<file path="config.mk">
export PLATFORM = sky130hd
export DESIGN_NAME = crc_scrub_mon
export DESIGN_NICKNAME = d
export VERILOG_FILES = /design/src/rtl/crc_mon_pkg.sv /design/src/rtl/crc_mon_addr_gen.sv /design/src/rtl/crc_mon_crc32.sv /design/src/rtl/crc_mon_err_flag.sv /design/src/rtl/crc_scrub_mon.sv
export SDC_FILE = /design/constraint.sdc
export NUM_CORES = 1
export LEC_CHECK = 0
export BUFFER_PORTS_ARGS = -buffer_cell sky130_fd_sc_hd__buf_2
export CAP_MARGIN = 0
export CORE_MARGIN = 8
export CORE_UTILIZATION = 45
export CTS_CLUSTER_SIZE = 20
export DETAILED_ROUTE_END_ITERATION = 16
export SETUP_SLACK_MARGIN = 0.02
export SLEW_MARGIN = 20
export SYNTH_ARGS = -nofsm -noshare
export SYNTH_HDL_FRONTEND = slang
export SYNTH_HIERARCHICAL = 1
export SYNTH_SLANG_ARGS = --single-unit
</file>
<file path="constraint.sdc">
create_clock -name clk_i -period 6.1 [get_ports clk_i]
set_input_delay 1.83 -clock clk_i [delete_from_list [all_inputs] [get_ports clk_i]]
set_output_delay 1.83 -clock clk_i [all_outputs]
set_load 0.02 [all_outputs]
</file>
<file path="src/rtl/crc_mon_pkg.sv">
package crc_mon_pkg;
  localparam int unsigned WORD_W = 32;
  localparam logic [WORD_W-1:0] CRC_POLY = 32'h04C1_1DB7;
  localparam logic [WORD_W-1:0] CRC_SEED = 32'hFFFF_FFFF;

  typedef enum logic [2:0] {
    ST_IDLE,
    ST_LOCKED,
    ST_GOLDEN,
    ST_CHECK,
    ST_HALTED
  } mon_state_e;

  // MSB-first word update, no reflection
  function automatic logic [WORD_W-1:0] crc32_word(input logic [WORD_W-1:0] c,
                                                   input logic [WORD_W-1:0] d);
    logic [WORD_W-1:0] r;
    r = c;
    for (int i = WORD_W - 1; i >= 0; i--) begin
      if (r[WORD_W-1] ^ d[i]) r = (r << 1) ^ CRC_POLY;
      else                    r = r << 1;
    end
    return r;
  endfunction
endpackage

</file>
<file path="src/rtl/crc_mon_addr_gen.sv">
module crc_mon_addr_gen #(
  parameter int unsigned WORDS = 16,
  parameter int unsigned AW    = 4
) (
  input  logic          clk_i,
  input  logic          rst_ni,
  input  logic          run_i,
  input  logic          en_i,
  output logic [AW-1:0] addr_o,
  output logic          rd_o,
  output logic          vld_o,
  output logic          last_o
);
  localparam logic [AW-1:0] LAST_A = AW'(WORDS - 1);

  logic [AW-1:0] addr_q;
  logic          vld_q;
  logic          last_q;

  assign rd_o   = run_i & en_i;
  assign addr_o = addr_q;
  assign vld_o  = vld_q;
  assign last_o = last_q;

  always_ff @(posedge clk_i or negedge rst_ni) begin
    if (!rst_ni) begin
      addr_q <= '0;
      vld_q  <= 1'b0;
      last_q <= 1'b0;
    end else if (!run_i) begin
      addr_q <= '0;
      vld_q  <= 1'b0;
      last_q <= 1'b0;
    end else begin
      vld_q  <= en_i;
      last_q <= en_i && (addr_q == LAST_A);
      if (en_i) addr_q <= (addr_q == LAST_A) ? '0 : addr_q + 1'b1;
    end
  end
endmodule

</file>
<file path="src/rtl/crc_mon_crc32.sv">
module crc_mon_crc32 import crc_mon_pkg::*; (
  input  logic              clk_i,
  input  logic              rst_ni,
  input  logic              run_i,
  input  logic              vld_i,
  input  logic              last_i,
  input  logic [WORD_W-1:0] data_i,
  output logic              fin_o,
  output logic [WORD_W-1:0] fin_crc_o,
  output logic [WORD_W-1:0] crc_o,
  output logic              scan_done_o
);
  logic [WORD_W-1:0] acc_q;
  logic [WORD_W-1:0] crc_q;
  logic [WORD_W-1:0] nxt;
  logic              done_q;

  assign nxt         = crc32_word(acc_q, data_i);
  assign fin_o       = run_i & vld_i & last_i;
  assign fin_crc_o   = nxt;
  assign crc_o       = crc_q;
  assign scan_done_o = done_q;

  always_ff @(posedge clk_i or negedge rst_ni) begin
    if (!rst_ni) begin
      acc_q  <= CRC_SEED;
      crc_q  <= '0;
      done_q <= 1'b0;
    end else begin
      done_q <= fin_o;
      if (fin_o) crc_q <= nxt;
      if (!run_i)     acc_q <= CRC_SEED;
      else if (vld_i) acc_q <= last_i ? CRC_SEED : nxt;
    end
  end
endmodule

</file>
<file path="src/rtl/crc_mon_err_flag.sv">
module crc_mon_err_flag (
  input  logic clk_i,
  input  logic rst_ni,
  input  logic set_i,
  input  logic clr_i,
  output logic err_o
);
  logic err_q;
  assign err_o = err_q;

  // clear wins over a same-cycle set
  always_ff @(posedge clk_i or negedge rst_ni) begin
    if (!rst_ni)    err_q <= 1'b0;
    else if (clr_i) err_q <= 1'b0;
    else if (set_i) err_q <= 1'b1;
  end
endmodule

</file>
<file path="src/rtl/crc_scrub_mon.sv">
module crc_scrub_mon import crc_mon_pkg::*; #(
  parameter int unsigned WORDS   = 16,
  parameter bit          PIN_EN  = 1'b1,
  parameter bit          AUTO_EN = 1'b1,
  localparam int unsigned AW     = (WORDS > 1) ? $clog2(WORDS) : 1
) (
  input  logic              clk_i,
  input  logic              rst_ni,
  input  logic              en_i,
  input  logic              done_i,
  input  logic              sync_i,
  input  logic              desync_i,
  input  logic              tap_rst_i,
  input  logic              abort_i,
  input  logic              reprog_i,
  input  logic              suspend_i,
  input  logic              shutdown_i,
  input  logic              clr_i,
  output logic              mem_rd_o,
  output logic [AW-1:0]     mem_addr_o,
  input  logic [WORD_W-1:0] mem_data_i,
  output logic [WORD_W-1:0] crc_o,
  output logic              scan_done_o,
  output logic              err_o,
  output logic              err_pin_no,
  output logic              done_o
);
  mon_state_e        state_q, state_d;
  logic              lock_q;
  logic [WORD_W-1:0] golden_q;
  logic              halt_any;
  logic              scan_go;
  logic              vld, last, fin;
  logic [WORD_W-1:0] fin_crc;
  logic              mis_set;

  assign halt_any = sync_i | desync_i | tap_rst_i | abort_i |
                    reprog_i | suspend_i | shutdown_i;
  assign scan_go  = done_i & ~halt_any &
                    ((state_q == ST_GOLDEN) | (state_q == ST_CHECK));
  assign done_o   = done_i;

  always_comb begin
    state_d = state_q;
    if (!done_i)       state_d = ST_IDLE;
    else if (halt_any) state_d = ST_HALTED;
    else if (lock_q)   state_d = ST_LOCKED;
    else begin
      unique case (state_q)
        ST_GOLDEN: if (fin) state_d = ST_CHECK;
        ST_CHECK:  state_d = ST_CHECK;
        default:   state_d = AUTO_EN ? ST_GOLDEN : state_q;
      endcase
    end
  end

  always_ff @(posedge clk_i or negedge rst_ni) begin
    if (!rst_ni) begin
      state_q  <= ST_IDLE;
      lock_q   <= 1'b1;
      golden_q <= '0;
    end else begin
      state_q <= state_d;
      if (sync_i)        lock_q <= 1'b1;
      else if (desync_i) lock_q <= 1'b0;
      if (state_q == ST_GOLDEN && fin) golden_q <= fin_crc;
    end
  end

  assign mis_set = (state_q == ST_CHECK) & fin & (fin_crc != golden_q);

  crc_mon_addr_gen #(.WORDS(WORDS), .AW(AW)) u_addr (
    .clk_i  (clk_i),
    .rst_ni (rst_ni),
    .run_i  (scan_go),
    .en_i   (en_i),
    .addr_o (mem_addr_o),
    .rd_o   (mem_rd_o),
    .vld_o  (vld),
    .last_o (last)
  );

  crc_mon_crc32 u_crc (
    .clk_i       (clk_i),
    .rst_ni      (rst_ni),
    .run_i       (scan_go),
    .vld_i       (vld),
    .last_i      (last),
    .data_i      (mem_data_i),
    .fin_o       (fin),
    .fin_crc_o   (fin_crc),
    .crc_o       (crc_o),
    .scan_done_o (scan_done_o)
  );

  crc_mon_err_flag u_flag (
    .clk_i  (clk_i),
    .rst_ni (rst_ni),
    .set_i  (mis_set),
    .clr_i  (clr_i | halt_any),
    .err_o  (err_o)
  );

  generate
    if (PIN_EN) begin : g_pin
      assign err_pin_no = ~err_o;
    end else begin : g_nopin
      assign err_pin_no = 1'b1;
    end
  endgenerate
endmodule

</file>
# ---- Yosys cells after proc, flatten, opt, wreduce, memory -nomap -nowiden
# Index checks and enable logic that the tools add are counted.
dict set report totals {
  register_bits 108
  in_bits 44
  out_inout_bits 41
  elab_cells 152
}
dict set report op_classes {
  addsub 1
  n_eq_ne 7
  mux 49
  n_bitwise 81
  n_reduce_logical 4
}
# op n
set op_table {}
lappend op_table {{$mux W27} 32}
lappend op_table {{$not A14 Y14} 32}
lappend op_table {{$mux W32} 3}
lappend op_table {{$ne A32 B32 Y1} 1}
lappend op_table {{$xor A1 B1 Y1} 32}
lappend op_table {{$mux W3} 4}
lappend op_table {{$mux W4} 3}
lappend op_table {{$or A1 B1 Y1} 8}
lappend op_table {{$and A1 B1 Y1} 7}
lappend op_table {{$eq A3 B2 Y1 const B} 2}
lappend op_table {{$mux W1} 6}
lappend op_table {{$pmux W3 S2} 1}
lappend op_table {{$ne A5 B5 Y1 const B} 1}
lappend op_table {{$add A4 B1 Y4 const B} 1}
lappend op_table {{$eq A4 B4 Y1 const B} 1}
lappend op_table {{$ne A2 B2 Y1 const B} 2}
lappend op_table {{$reduce_bool A2 Y1} 2}
lappend op_table {{$logic_and A1 B1 Y1} 2}
lappend op_table {{$not A1 Y1} 2}

# ---- Depth between registers and ports, before layout
# Gate-level depths: netlist of run 1.
dict set report logic_depth {
  ltp_word 68
  ltp_mapped 14
  depth_no_buf 13
}

# ---- Hierarchy
# Netlist of run 1, hierarchy kept.
# module n_inst cells_each area_each_um2 seq_area_each_um2
set by_module_without_submodules {}
lappend by_module_without_submodules {crc_mon_crc32 1 420 5539.1 1666.6}
lappend by_module_without_submodules {crc_scrub_mon 1 131 1747.9 902.1}
lappend by_module_without_submodules {crc_mon_addr_gen 1 25 274.0 150.1}
lappend by_module_without_submodules {crc_mon_err_flag 1 2 35.0 25.0}

# ---- Worst setup path before layout of run 1
# OpenSTA, ideal clock, no wires.
dict set report synth_timing {
  path_kind {in2reg}
  from {input mem_data_i[30]}
  to {register u_flag.err_q, in the netlist u_flag/err_o}
  setup_time_ns 0.119
  arrival_ns 5.456
  required_ns 5.981
  path_slack_ns 0.525
  cell_stages 13
  path_buffers 0
  path_cell_list {xor2_2 xor2_2 xnor3_2 xnor3_2 xnor2_4 xnor3_2 xnor3_2 xnor2_2 xnor2_1 nand4_1 nor4_1 a21oi_1 o21ba_1}
}
dict set report synth_via {
  elab_cells_between_ends 83
  cone_classes {eq/ne (1); mux (31); bitwise (50); reduce/logical (1)}
}
# item line
set synth_lines {}
lappend synth_lines {{from (decl)} crc_scrub_mon.sv:21} ;# input logic [WORD_W-1:0] mem_data_i,
lappend synth_lines {{$xor A1 B1 Y1 (*)} crc_mon_pkg.sv:20} ;# if (r[WORD_W-1] ^ d[i]) r = (r << 1) ^ CRC_POLY;
lappend synth_lines {{$mux W27 (*)} crc_mon_pkg.sv:20}
lappend synth_lines {{$not A14 Y14 (no source line)} -}
lappend synth_lines {{$mux W27} crc_mon_pkg.sv:20}
lappend synth_lines {{$not A14 Y14 (no source line) or $mux W27 (tied branches)} -}
lappend synth_lines {{$mux W27 or $not A14 Y14 (tied branches)} -}
lappend synth_lines {{$mux W27} crc_mon_pkg.sv:20}
lappend synth_lines {{$mux W27 or $not A14 Y14 (tied branches)} -}
lappend synth_lines {{[... 29 more ...]} -}
lappend synth_lines {{$mux W27} crc_mon_pkg.sv:20}
lappend synth_lines {{$not A14 Y14 (no source line)} -}
lappend synth_lines {{$mux W27 (*)} crc_mon_pkg.sv:20}
lappend synth_lines {{via fin_crc[12]} crc_scrub_mon.sv:34} ;# logic [WORD_W-1:0] fin_crc;
lappend synth_lines {{$ne A32 B32 Y1 (*)} crc_scrub_mon.sv:70} ;# assign mis_set = (state_q == ST_CHECK) & fin & (fin_crc != golden_q);
lappend synth_lines {{$and A1 B1 Y1 (*)} crc_scrub_mon.sv:70}
lappend synth_lines {{via mis_set} crc_scrub_mon.sv:35} ;# logic mis_set;
lappend synth_lines {{$reduce_bool A2 Y1 (no source line) (*)} -}
lappend synth_lines {{to (signal assigned)} crc_mon_err_flag.sv:13} ;# if (!rst_ni) err_q <= 1'b0;
lappend synth_lines {{to (signal assigned)} crc_mon_err_flag.sv:14} ;# else if (clr_i) err_q <= 1'b0;
lappend synth_lines {{to (signal assigned)} crc_mon_err_flag.sv:15} ;# else if (set_i) err_q <= 1'b1;
lappend synth_lines {{to (decl)} crc_mon_err_flag.sv:8} ;# logic err_q;
# Mark *: on every way through the listed nets, which the timed path passes. The rest lies on a longest branch.
# A chain may end at the register's enable or synchronous reset.

# ---- Worst setup path in the final report of run 1
dict set report layout_timing {
  from {input mem_data_i[26]}
  to {register u_flag.err_q, in the netlist u_flag/err_o}
}
dict set report layout_via {
  elab_cells_between_ends 71
  cone_classes {eq/ne (1); mux (27); bitwise (42); reduce/logical (1)}
}
# item line
set layout_lines {}
lappend layout_lines {{$xor A1 B1 Y1 (*)} crc_mon_pkg.sv:20}
lappend layout_lines {{$mux W27 (*)} crc_mon_pkg.sv:20}
lappend layout_lines {{$mux W27 (5 in a row)} crc_mon_pkg.sv:20}
lappend layout_lines {{$not A14 Y14 (no source line)} -}
lappend layout_lines {{$mux W27} crc_mon_pkg.sv:20}
lappend layout_lines {{$not A14 Y14 (no source line)} -}
lappend layout_lines {{$mux W27 (3 in a row)} crc_mon_pkg.sv:20}
lappend layout_lines {{$not A14 Y14 (no source line)} -}
lappend layout_lines {{[... 17 more ...]} -}
lappend layout_lines {{$mux W27} crc_mon_pkg.sv:20}
lappend layout_lines {{$not A14 Y14 (no source line)} -}
lappend layout_lines {{$mux W27 (*)} crc_mon_pkg.sv:20}
lappend layout_lines {{via fin_crc[11]} crc_scrub_mon.sv:34}
lappend layout_lines {{$ne A32 B32 Y1 (*)} crc_scrub_mon.sv:70}
lappend layout_lines {{$and A1 B1 Y1 (*)} crc_scrub_mon.sv:70}
lappend layout_lines {{via mis_set} crc_scrub_mon.sv:35}
lappend layout_lines {{$reduce_bool A2 Y1 (no source line) (*)} -}
# Marks and branches as above.

==> run_results.csv, run 1 <==
group,metric,value,unit
status,status,"finished clean",
place,portBuffers,84,
sta,rsz0062_at_grt,"no",
sta,period_share,93.2,%
route,routedWlPerCell,21.8,um
sta,worst_hold_slack,491,ps
cts,clkTransAtPathRegs,80,ps
setup_path,criticalPathCategory,"input port to flop",
cts,cts_hold_buf,0,
route,firstDrtPassIters,4,
yosys,synth_warnings,6,
floorplan,rows,47,
sta,period_minus_slack,5690,ps
final_layout,final_util,56.3,%
route,viasPerCell,5.00,
final_layout,drive_gt1_share,44.7,%
yosys,ys_seq_area_share,36.1,%
floorplan,ios,85,
yosys,synth_top_area_share,24.7,%
yosys,synthCells,578,
sta,finalSetupTns,0,ps
sta,setup-violations-final,0,
yosys,synth_area,0.00760,mm2
place,dp_hpwl,17.6,mm
floorplan,die_w,146,um
floorplan,fp.dieH,146,um
yosys,syn_avg_cell_area,13.1,um2
sta,slew_violations,0,
setup_path,critPathCaptureType,"flop",
yosys,yosysMostFrequentCell,"xnor2_1",
setup_path,startpoint_type,"input port",
yosys,synthTopCellsByArea,"dfrtp_1 (25%), xnor2_1 (21%), dfstp_2 (11%)",
sta,worst_slack,413,ps
sta,hold_violations,0,
yosys,syn-num-nets,623,
setup_path,critPathMaxFanout,5,
global_route,grt_usage,20.4,%
sta,maxSlewHeadroom,44.3,%
cts,cts_resized,0,
cts,clkSinkCount,108,
yosys,async_reset_ff_share,100,%
yosys,synth-main-ff-cell,"dfrtp_1",
cts,clock_path_buffers,2,
yosys,yosys.area.top_type,"dfrtp_1",
route,vias,4942,
yosys,yosysUniqueCellTypes,47,
floorplan,initial_core_util,46.0,%
yosys,synth_edf_count,0,
route,drc,0,
final_layout,syn_to_final_growth,22.5,%
place,finalWeightedCongestion,0.929,
final_layout,fin_nets,808,
cts,tritoncts,"built",
final_layout,diodes,0,
global_route,globalRouteOverflowTotal,0,
route,ant_nets,0,
floorplan,core_area,0.0165,mm2
yosys,synth.top_cells.by_count,"xnor2_1 (183), dfrtp_1 (75), mux2_2 (57)",
cts,cts-buffers-inserted,9,
route,wl,21.5,mm
setup_path,required,6330,ps
sta,worstMarginPinSlew,835,ps
setup_path,crit_arrival,5920,ps
floorplan,dieArea,0.0213,mm2
place,dpl_worst_slack,19.1,ps
global_route,grt_pass1_wl,32.9,mm
global_route,grt_max_degree,68,
global_route,antenna_found_initial,0,
run,cap_violations,0,
sta,finalClockSkew,11.2,ps
route,dr.first_iter.drc_count,237,
yosys,ys_ff_latch,108,
worst_hold_path,hold_class,"flop to flop",
cts,cts-root-buf,"clkbuf_16",
global_route,grt_pass1_vias,5385,
cts,ctsHtreeMaxLevel,3,
sta,fmax,176,MHz
cts,clock_latency,350,ps
cts,cts_setup_buffers,0,
## stage by stage
step           cell area, um2  std cells
3_5_place_dp             9010        972
5_1_grt                  9310        988
2_1_floorplan            7600        578
6_report                 9310        988
4_1_cts                  9310        988
3_3_place_gp             9010        972
## cell families (layout without fill, tap and decap cells)
group           count (synthesis)  count (layout)  synth area share (%)
flops                         108             108                  36.1
buf+inv                        18             208                  1.10
fa+ha+maj                       1               1                 0.165
simple gates                   49              49                  3.69
xor+xnor                      300             300                  45.5
mux                            60              60                  8.93
compound gates                 42              42                  4.53
## flip-flops by register name (all words and copies together), names as in the netlist
name               flops
golden_q              32
u_crc/acc_q           32
u_crc/crc_o           32
u_addr/addr_o          4
state_q                3
lock_q                 1
u_addr/last_o          1
u_addr/vld_o           1
u_crc/scan_done_o      1
u_flag/err_o           1
## final timing paths
check | depth (start not counted) | slack [ps] | to | start
max | 15 | 410 | u_flag/err_o | mem_data_i[26]
min | 2 | 490 | u_crc/crc_o[30] | u_crc/crc_o[30]
max reg2reg | 14 | 1510 | u_flag/err_o | u_crc/acc_q[25]
min reg2reg | 2 | 490 | u_crc/crc_o[30] | u_crc/crc_o[30]
max in group asynchronous | 2 | 3410 | u_crc/acc_q[25] | rst_ni
min in group asynchronous | 1 | 1590 | u_crc/crc_o[11] | rst_ni
## critical path, stage by stage
cell and delay (ps):
buf_2 130, xnor2_4 250, xnor3_2 460, xnor2_4 320, xnor3_1 500, xnor3_4 600, xor2_4 230, buf_4 180
xnor2_1 140, xnor2_1 360, xnor2_1 190, nand4_1 130, nor4_1 310, a21oi_1 120, o21ba_1 190
## placed cells by master, fill, tap and decap left out, types with 2 or more instances in the layout
cell,n
xnor2_1,183
buf_4,105
buf_2,83
dfrtp_1,75
mux2_2,57
xor2_1,54
dfstp_2,33
o22a_1,31
xnor3_1,21
nand2_1,16
xnor2_2,13
xnor3_2,10
clkbuf_16,9
nand4_1,8
xnor2_4,7
xor2_2,5
nand3_1,4
inv_1,4
nor2b_1,3
a21oi_1,3
nand2b_1,3
o21ai_0,3
inv_8,3
nor4_1,2
nand2_2,2
nor2_1,2
nand3b_1,2
xor2_4,2
xor3_2,2
xnor3_4,2
## routing by layer
| metal | track usage [%] | wire (um) | vias to the layer above |
|---|---|---|---|
| li1 | - | - | 2319 |
| met4 | 6.77 | 553 | 0 |
| met2 | 35.3 | 10900 | 95 |
| met3 | 2.58 | 585 | 23 |
| met5 | 0 | 0 | - |
| met1 | 25.9 | 9490 | 2505 |
## cell type report
cell class                      count  area [um2]
Tap cell                          220         275
Clock buffer                        9         225
Timing Repair Buffer              188        1200
Multi-Input combinational cell    452        4770
Inverter                            4        15.0
Sequential cell                   108        2740
Clock inverter                      7        75.1
Fill cell                        1398        7220
Power of run 1 is left out: the tool's default activity adds up to more than one toggle a clock period on the data nets, which glitch-free logic cannot reach.
==> run 2: changes to the inputs <==
--- a/config.mk
+++ b/config.mk
@@ -11,9 +11,8 @@
 export CORE_UTILIZATION = 45
 export CTS_CLUSTER_SIZE = 20
 export DETAILED_ROUTE_END_ITERATION = 16
-export SETUP_SLACK_MARGIN = 0.02
+export SETUP_SLACK_MARGIN = 0.4
 export SLEW_MARGIN = 20
 export SYNTH_ARGS = -nofsm -noshare
 export SYNTH_HDL_FRONTEND = slang
-export SYNTH_HIERARCHICAL = 1
 export SYNTH_SLANG_ARGS = --single-unit
==> run_results.csv, run 2 <==
group,metric,value,unit
sta,setup-violations-final,0,
sta,slew_violations,0,
yosys,syn_avg_cell_area,11.7,um2
yosys,synth_edf_count,0,
cts,cts-buffers-inserted,9,
yosys,synthCells,686,
setup_path,cp_slowest_cell,"xnor3_1",
setup_path,crit_arrival,5810,ps
sta,worstMarginPinSlew,797,ps
yosys,syn-num-nets,731,
setup_path,worstSetupEndpoint,"u_flag.err_o",
setup_path,crit_chain,"buf_2, xnor2_4, xnor3_1, xor2_4, xor3_2, xnor3_1, xnor3_1, a211o_1, a2111oi_0, nor4b_1, nand4_1, o31a_1",
global_route,grt_max_degree,65,
final_layout,drive_gt1_share,30.1,%
setup_path,cpPeakStageDelay,530,ps
setup_path,critPathMaxFanout,7,
cts,clock_latency,350,ps
global_route,grt_pass1_vias,5826,
cts,tritoncts,"built",
sta,rsz0062_at_grt,"no",
cts,clkTransAtPathRegs,70,ps
yosys,synth_compound_area_share,7.05,%
yosys,ys_seq_area_share,34.1,%
setup_path,crit_family,"XOR/XNOR gates",
yosys,synthTopCellsByArea,"dfrtp_1 (23%), xnor2_1 (16%), xnor3_1 (16%)",
sta,period_share,91.4,%
setup_path,critPathBufInv,1,
sta,hold_violations,0,
floorplan,fp.dieH,150,um
global_route,antenna_found_initial,0,
sta,finalClockSkew,10.9,ps
place,dp_hpwl,18.1,mm
floorplan,die_w,150,um
sta,fmax,179,MHz
floorplan,initial_core_util,45.2,%
place,dp_cells,1050,
yosys,yosys.area.top_type,"dfrtp_1",
yosys,synth.top_cells.by_count,"xnor2_1 (149), dfrtp_1 (75), nor2_1 (66)",
run,cap_violations,0,
floorplan,dieArea,0.0224,mm2
cts,clkSinkCount,108,
yosys,yosysMostFrequentCell,"xnor2_1",
final_layout,fin_nets,883,
setup_path,crit_cells,12,
setup_path,critPathCaptureType,"flop",
yosys,synth-simple-area-share,7.36,%
yosys,synth_warnings,0,
yosys,synth-main-ff-cell,"dfrtp_1",
route,routedWlPerCell,20.8,um
final_layout,final_util,54.1,%
setup_path,r2r_slack,1520,ps
final_layout,mostFrequentLayoutCell,"xnor2_1",
yosys,ys_ff_latch,108,
cts,clock_path_buffers,2,
route,dr.first_iter.drc_count,347,
yosys,synth_area,0.00804,mm2
route,firstDrtPassIters,4,
setup_path,required,6330,ps
cts,cts_hold_buf,0,
floorplan,core_area,0.0178,mm2
route,wl,22.3,mm
floorplan,rows,49,
setup_path,worstSetupStartpoint,"mem_data_i[31]",
yosys,yosysUniqueCellTypes,46,
global_route,globalRouteOverflowTotal,0,
yosys,muxShareOfSynthArea,0.669,%
setup_path,reg2reg_to,"u_flag.err_o",
sta,period_minus_slack,5570,ps
setup_path,cp_common_cell,"xnor3_1",
route,viasPerCell,5.11,
yosys,synth_xor_area_share,49.2,%
cts,ctsHtreeMaxLevel,3,
global_route,grt_pass1_wl,34.4,mm
worst_hold_path,hold_class,"flop to flop",
floorplan,ios,85,
global_route,grt_usage,20.5,%
route,vias,5477,
final_layout,stdcell_count,1072,
route,drc,0,
setup_path,startpoint_type,"input port",
route,ant_nets,0,
yosys,synth_top_family_by_area,"XOR/XNOR gates",
cts,cts-root-buf,"clkbuf_16",
final_layout,fill_cells,1595,
final_layout,diodes,0,
sta,finalSetupTns,0,ps
setup_path,reg2regPathDepth,12,
yosys,synth_top_area_share,23.3,%
status,status,"finished clean",
place,finalWeightedCongestion,0.896,
final_layout,syn_to_final_growth,19.6,%
setup_path,timing.rr.start,"u_crc.acc_q[26]",
yosys,async_reset_ff_share,100,%
setup_path,criticalPathCategory,"input port to flop",
sta,worst_hold_slack,477,ps
yosys,synth_fa_ha_area_share,0.156,%
place,portBuffers,84,
final_layout,mostFrequentLayoutCells,"xnor2_1 (149), buf_2 (83), buf_4 (77)",
sta,maxSlewHeadroom,46.9,%
## run 2: worst min path at each step
| stage | start | end | slack, ps | depth (start not counted) |
|---|---|---|---|---|
| 2_1_floorplan | lock_q | lock_q | 460 | 2 |
| 3_3_place_gp | u_crc.crc_o[24] | u_crc.crc_o[24] | 460 | 2 |
| 3_5_place_dp | u_crc.crc_o[4] | u_crc.crc_o[4] | 470 | 2 |
| 4_1_cts | u_crc.crc_o[4] | u_crc.crc_o[4] | 480 | 2 |
| 5_1_grt | u_crc.crc_o[16] | u_crc.crc_o[16] | 520 | 2 |
| 6_report | u_crc.crc_o[4] | u_crc.crc_o[4] | 480 | 2 |
## run 2: layout make-up
| class | count | area (um2) | area share, % |
|---|---|---|---|
| timing repair buffer | 162 | 1030 | 10.7 |
| inverter | 6 | 22.5 | 0.234 |
| tap | 229 | 287 | 2.98 |
| sequential | 108 | 2740 | 28.5 |
| multi-input combinational | 551 | 5240 | 54.5 |
| clock buffer | 10 | 229 | 2.38 |
| clock inverter | 6 | 63.8 | 0.663 |
## run 2: worst reg2reg max path, stage by stage (launching register included)
cell and delay [ps]:
dfstp_2 630, xor2_2 310, xnor3_1 540, xnor3_1 430, xor3_1 340, xor2_1 330
buf_4 210, xor2_1 250, xnor2_1 170, xor2_1 540, o211ai_1 190, a211o_1 290
o31a_1 240
## run 2: timing repair
item / in CTS / in global routing
gates resized for setup: 0 / 2
setup endpoints to repair: 0 / 1
setup buffers: 0 / 6
## run 2: cells by family after synthesis
| kind of cell | Yosys count |
|---|---|
| AOI/OAI and AO/OA | 106 |
| xor gates and xnor gates | 300 |
| buffers and inverters | 27 |
| and+or+nand+nor | 139 |
| adders and majority gates | 1 |
| muxes | 5 |
| DFF | 108 |
## run 2: through the flow
step | cell area, um2 | setup slack, ps
2_1_floorplan | 8080 | 417
3_3_place_gp | 9250 | 108
3_5_place_dp | 9250 | 59.0
4_1_cts | 9540 | 431
5_1_grt | 9620 | 403
6_report | 9620 | 526
## run 2: layer usage
metal	vias up	routed length [um]	track usage, %
met1	2734	9850	27.1
li1	2592	-	-
met4	0	275	5.20
met2	138	11200	34.8
met3	13	997	2.87
met5	-	0	0
Power of run 2 is left out for the same reason.
==> run 3: changes to the inputs <==
==> constraint.sdc (replaced) <==
create_clock -name clk_i -period 6.1 [get_ports clk_i]
set_input_delay 1.22 -clock clk_i [delete_from_list [all_inputs] [get_ports clk_i]]
set_output_delay 1.22 -clock clk_i [all_outputs]
set_load 0.02 [all_outputs]
==> run_results.csv, run 3 (synthesis results as in run 2) <==
group,metric,value,unit
status,status,"finished clean",
sta,period_minus_slack,5360,ps
global_route,grt_pass1_wl,33.1,mm
setup_path,cp_slowest_cell,"xor3_2",
floorplan,initial_core_util,45.2,%
floorplan,rows,49,
sta,fmax,187,MHz
final_layout,fin_nets,833,
setup_path,r2r_slack,1180,ps
setup_path,startpoint_type,"input port",
cts,clock_path_buffers,2,
final_layout,mostFrequentLayoutCell,"xnor2_1",
final_layout,fill_cells,1663,
worst_hold_path,hold_start,"u_crc.crc_o[23]",
route,vias,5193,
setup_path,crit_arrival,5600,ps
global_route,grt_usage,19.8,%
setup_path,cp_common_cell,"xnor3_1",
floorplan,fp.dieH,150,um
worst_hold_path,hold_class,"flop to flop",
setup_path,reg2reg_to,"u_flag.err_o",
sta,rsz0062_at_grt,"no",
global_route,grt_pass1_vias,5545,
cts,cts-buffers-inserted,9,
cts,cts-root-buf,"clkbuf_16",
route,firstDrtPassIters,5,
floorplan,core_area,0.0178,mm2
floorplan,ios,85,
setup_path,reg2regPathDepth,11,
floorplan,die_w,150,um
run,cap_violations,0,
setup_path,critPathCaptureType,"flop",
sta,finalSetupTns,0,ps
sta,hold_violations,0,
place,dp_hpwl,17.1,mm
sta,slew_violations,0,
setup_path,required,6340,ps
final_layout,mostFrequentLayoutCells,"xnor2_1 (149), buf_2 (83), dfrtp_1 (75)",
sta,worstMarginPinSlew,851,ps
cts,cts_resized,0,
route,drc,0,
global_route,antenna_found_initial,0,
sta,finalClockSkew,9.59,ps
setup_path,criticalPathCategory,"input port to flop",
cts,clkTransAtPathRegs,70,ps
worst_hold_path,min_to,"u_crc.crc_o[23]",
final_layout,drive_gt1_share,25.5,%
global_route,globalRouteOverflowTotal,0,
route,routedWlPerCell,20.8,um
cts,ctsHtreeMaxLevel,3,
place,portBuffers,84,
cts,tritoncts,"built",
route,dr.first_iter.drc_count,346,
worst_hold_path,min_path_cells,2,
final_layout,diodes,0,
setup_path,cpPeakStageDelay,600,ps
cts,clkSinkCount,108,
setup_path,timing.rr.start,"u_crc.acc_q[27]",
cts,cts_setup_buffers,0,
sta,maxSlewHeadroom,42.8,%
final_layout,syn_to_final_growth,14.0,%
cts,cts_hold_buf,0,
sta,setup-violations-final,0,
global_route,grt_max_degree,63,
place,finalWeightedCongestion,0.961,
route,wl,21.3,mm
setup_path,crit_chain,"buf_2, xnor2_2, xnor3_2, xor2_2, xor3_2, xnor3_1, xnor3_1, a211o_1, a2111oi_0, nor4b_1, nand4_1, o31a_1",
route,ant_nets,0,
route,viasPerCell,5.08,
setup_path,critPathBufInv,1,
setup_path,critPathMaxFanout,7,
sta,period_share,87.9,%
cts,clock_latency,350,ps
floorplan,dieArea,0.0224,mm2
setup_path,crit_family,"XOR/XNOR gates",
[run 3: final cells by class]
class                      instances  area, um2  area share, %
timing repair buffer             112        633           6.91
tap                              229        287           3.13
multi-input combinational        551       5200           56.8
inverter                           6       22.5          0.246
clock inverter                     4       32.5          0.355
clock buffer                      12        246           2.69
sequential                       108       2740           29.9
[run 3: metrics by stage]
stage	hold WS (ps)	utilization [%]	instances	setup WS [ps]	area, um2
after floorplan	462	-	686	855	8040
after global placement	460	50.0	1006	411	8880
after detailed placement	465	50.0	1006	348	8880
after CTS	479	51.5	1022	712	9160
after global routing	505	51.6	1022	534	9170
final	476	51.6	1022	741	9170
[run 3: how the worst max path moves through the flow]
stage / start / to / slack (ps) / cells after the start
2_1_floorplan: mem_data_i[28] / u_flag.err_o / 860 / 11
3_3_place_gp: mem_data_i[25] / u_flag.err_o / 410 / 12
3_5_place_dp: mem_data_i[26] / u_flag.err_o / 350 / 12
4_1_cts: mem_data_i[26] / u_flag.err_o / 710 / 12
5_1_grt: mem_data_i[31] / u_flag.err_o / 530 / 12
6_report: mem_data_i[31] / u_flag.err_o / 740 / 12
[run 3: worst reg2reg max path: stages (launching register included)]
cell	delay [ps]
dfstp_2	600
xor2_1	320
xnor3_1	590
xor2_2	350
xor3_2	600
xnor3_1	460
xnor3_1	470
a211o_1	320
a2111oi_0	350
nor4b_1	320
nand4_1	130
o31a_1	310
[run 3: layer usage]
layer  global-route usage [%]  share of wire (%)  vias to the layer above
li1                         -                  -                     2485
met5                        0                  0                        -
met1                     26.6                 45                     2572
met4                     6.05                2.3                        0
met3                     2.87                3.9                       24
met2                     32.7                 49                      112
Power of run 3 is left out for the same reason.
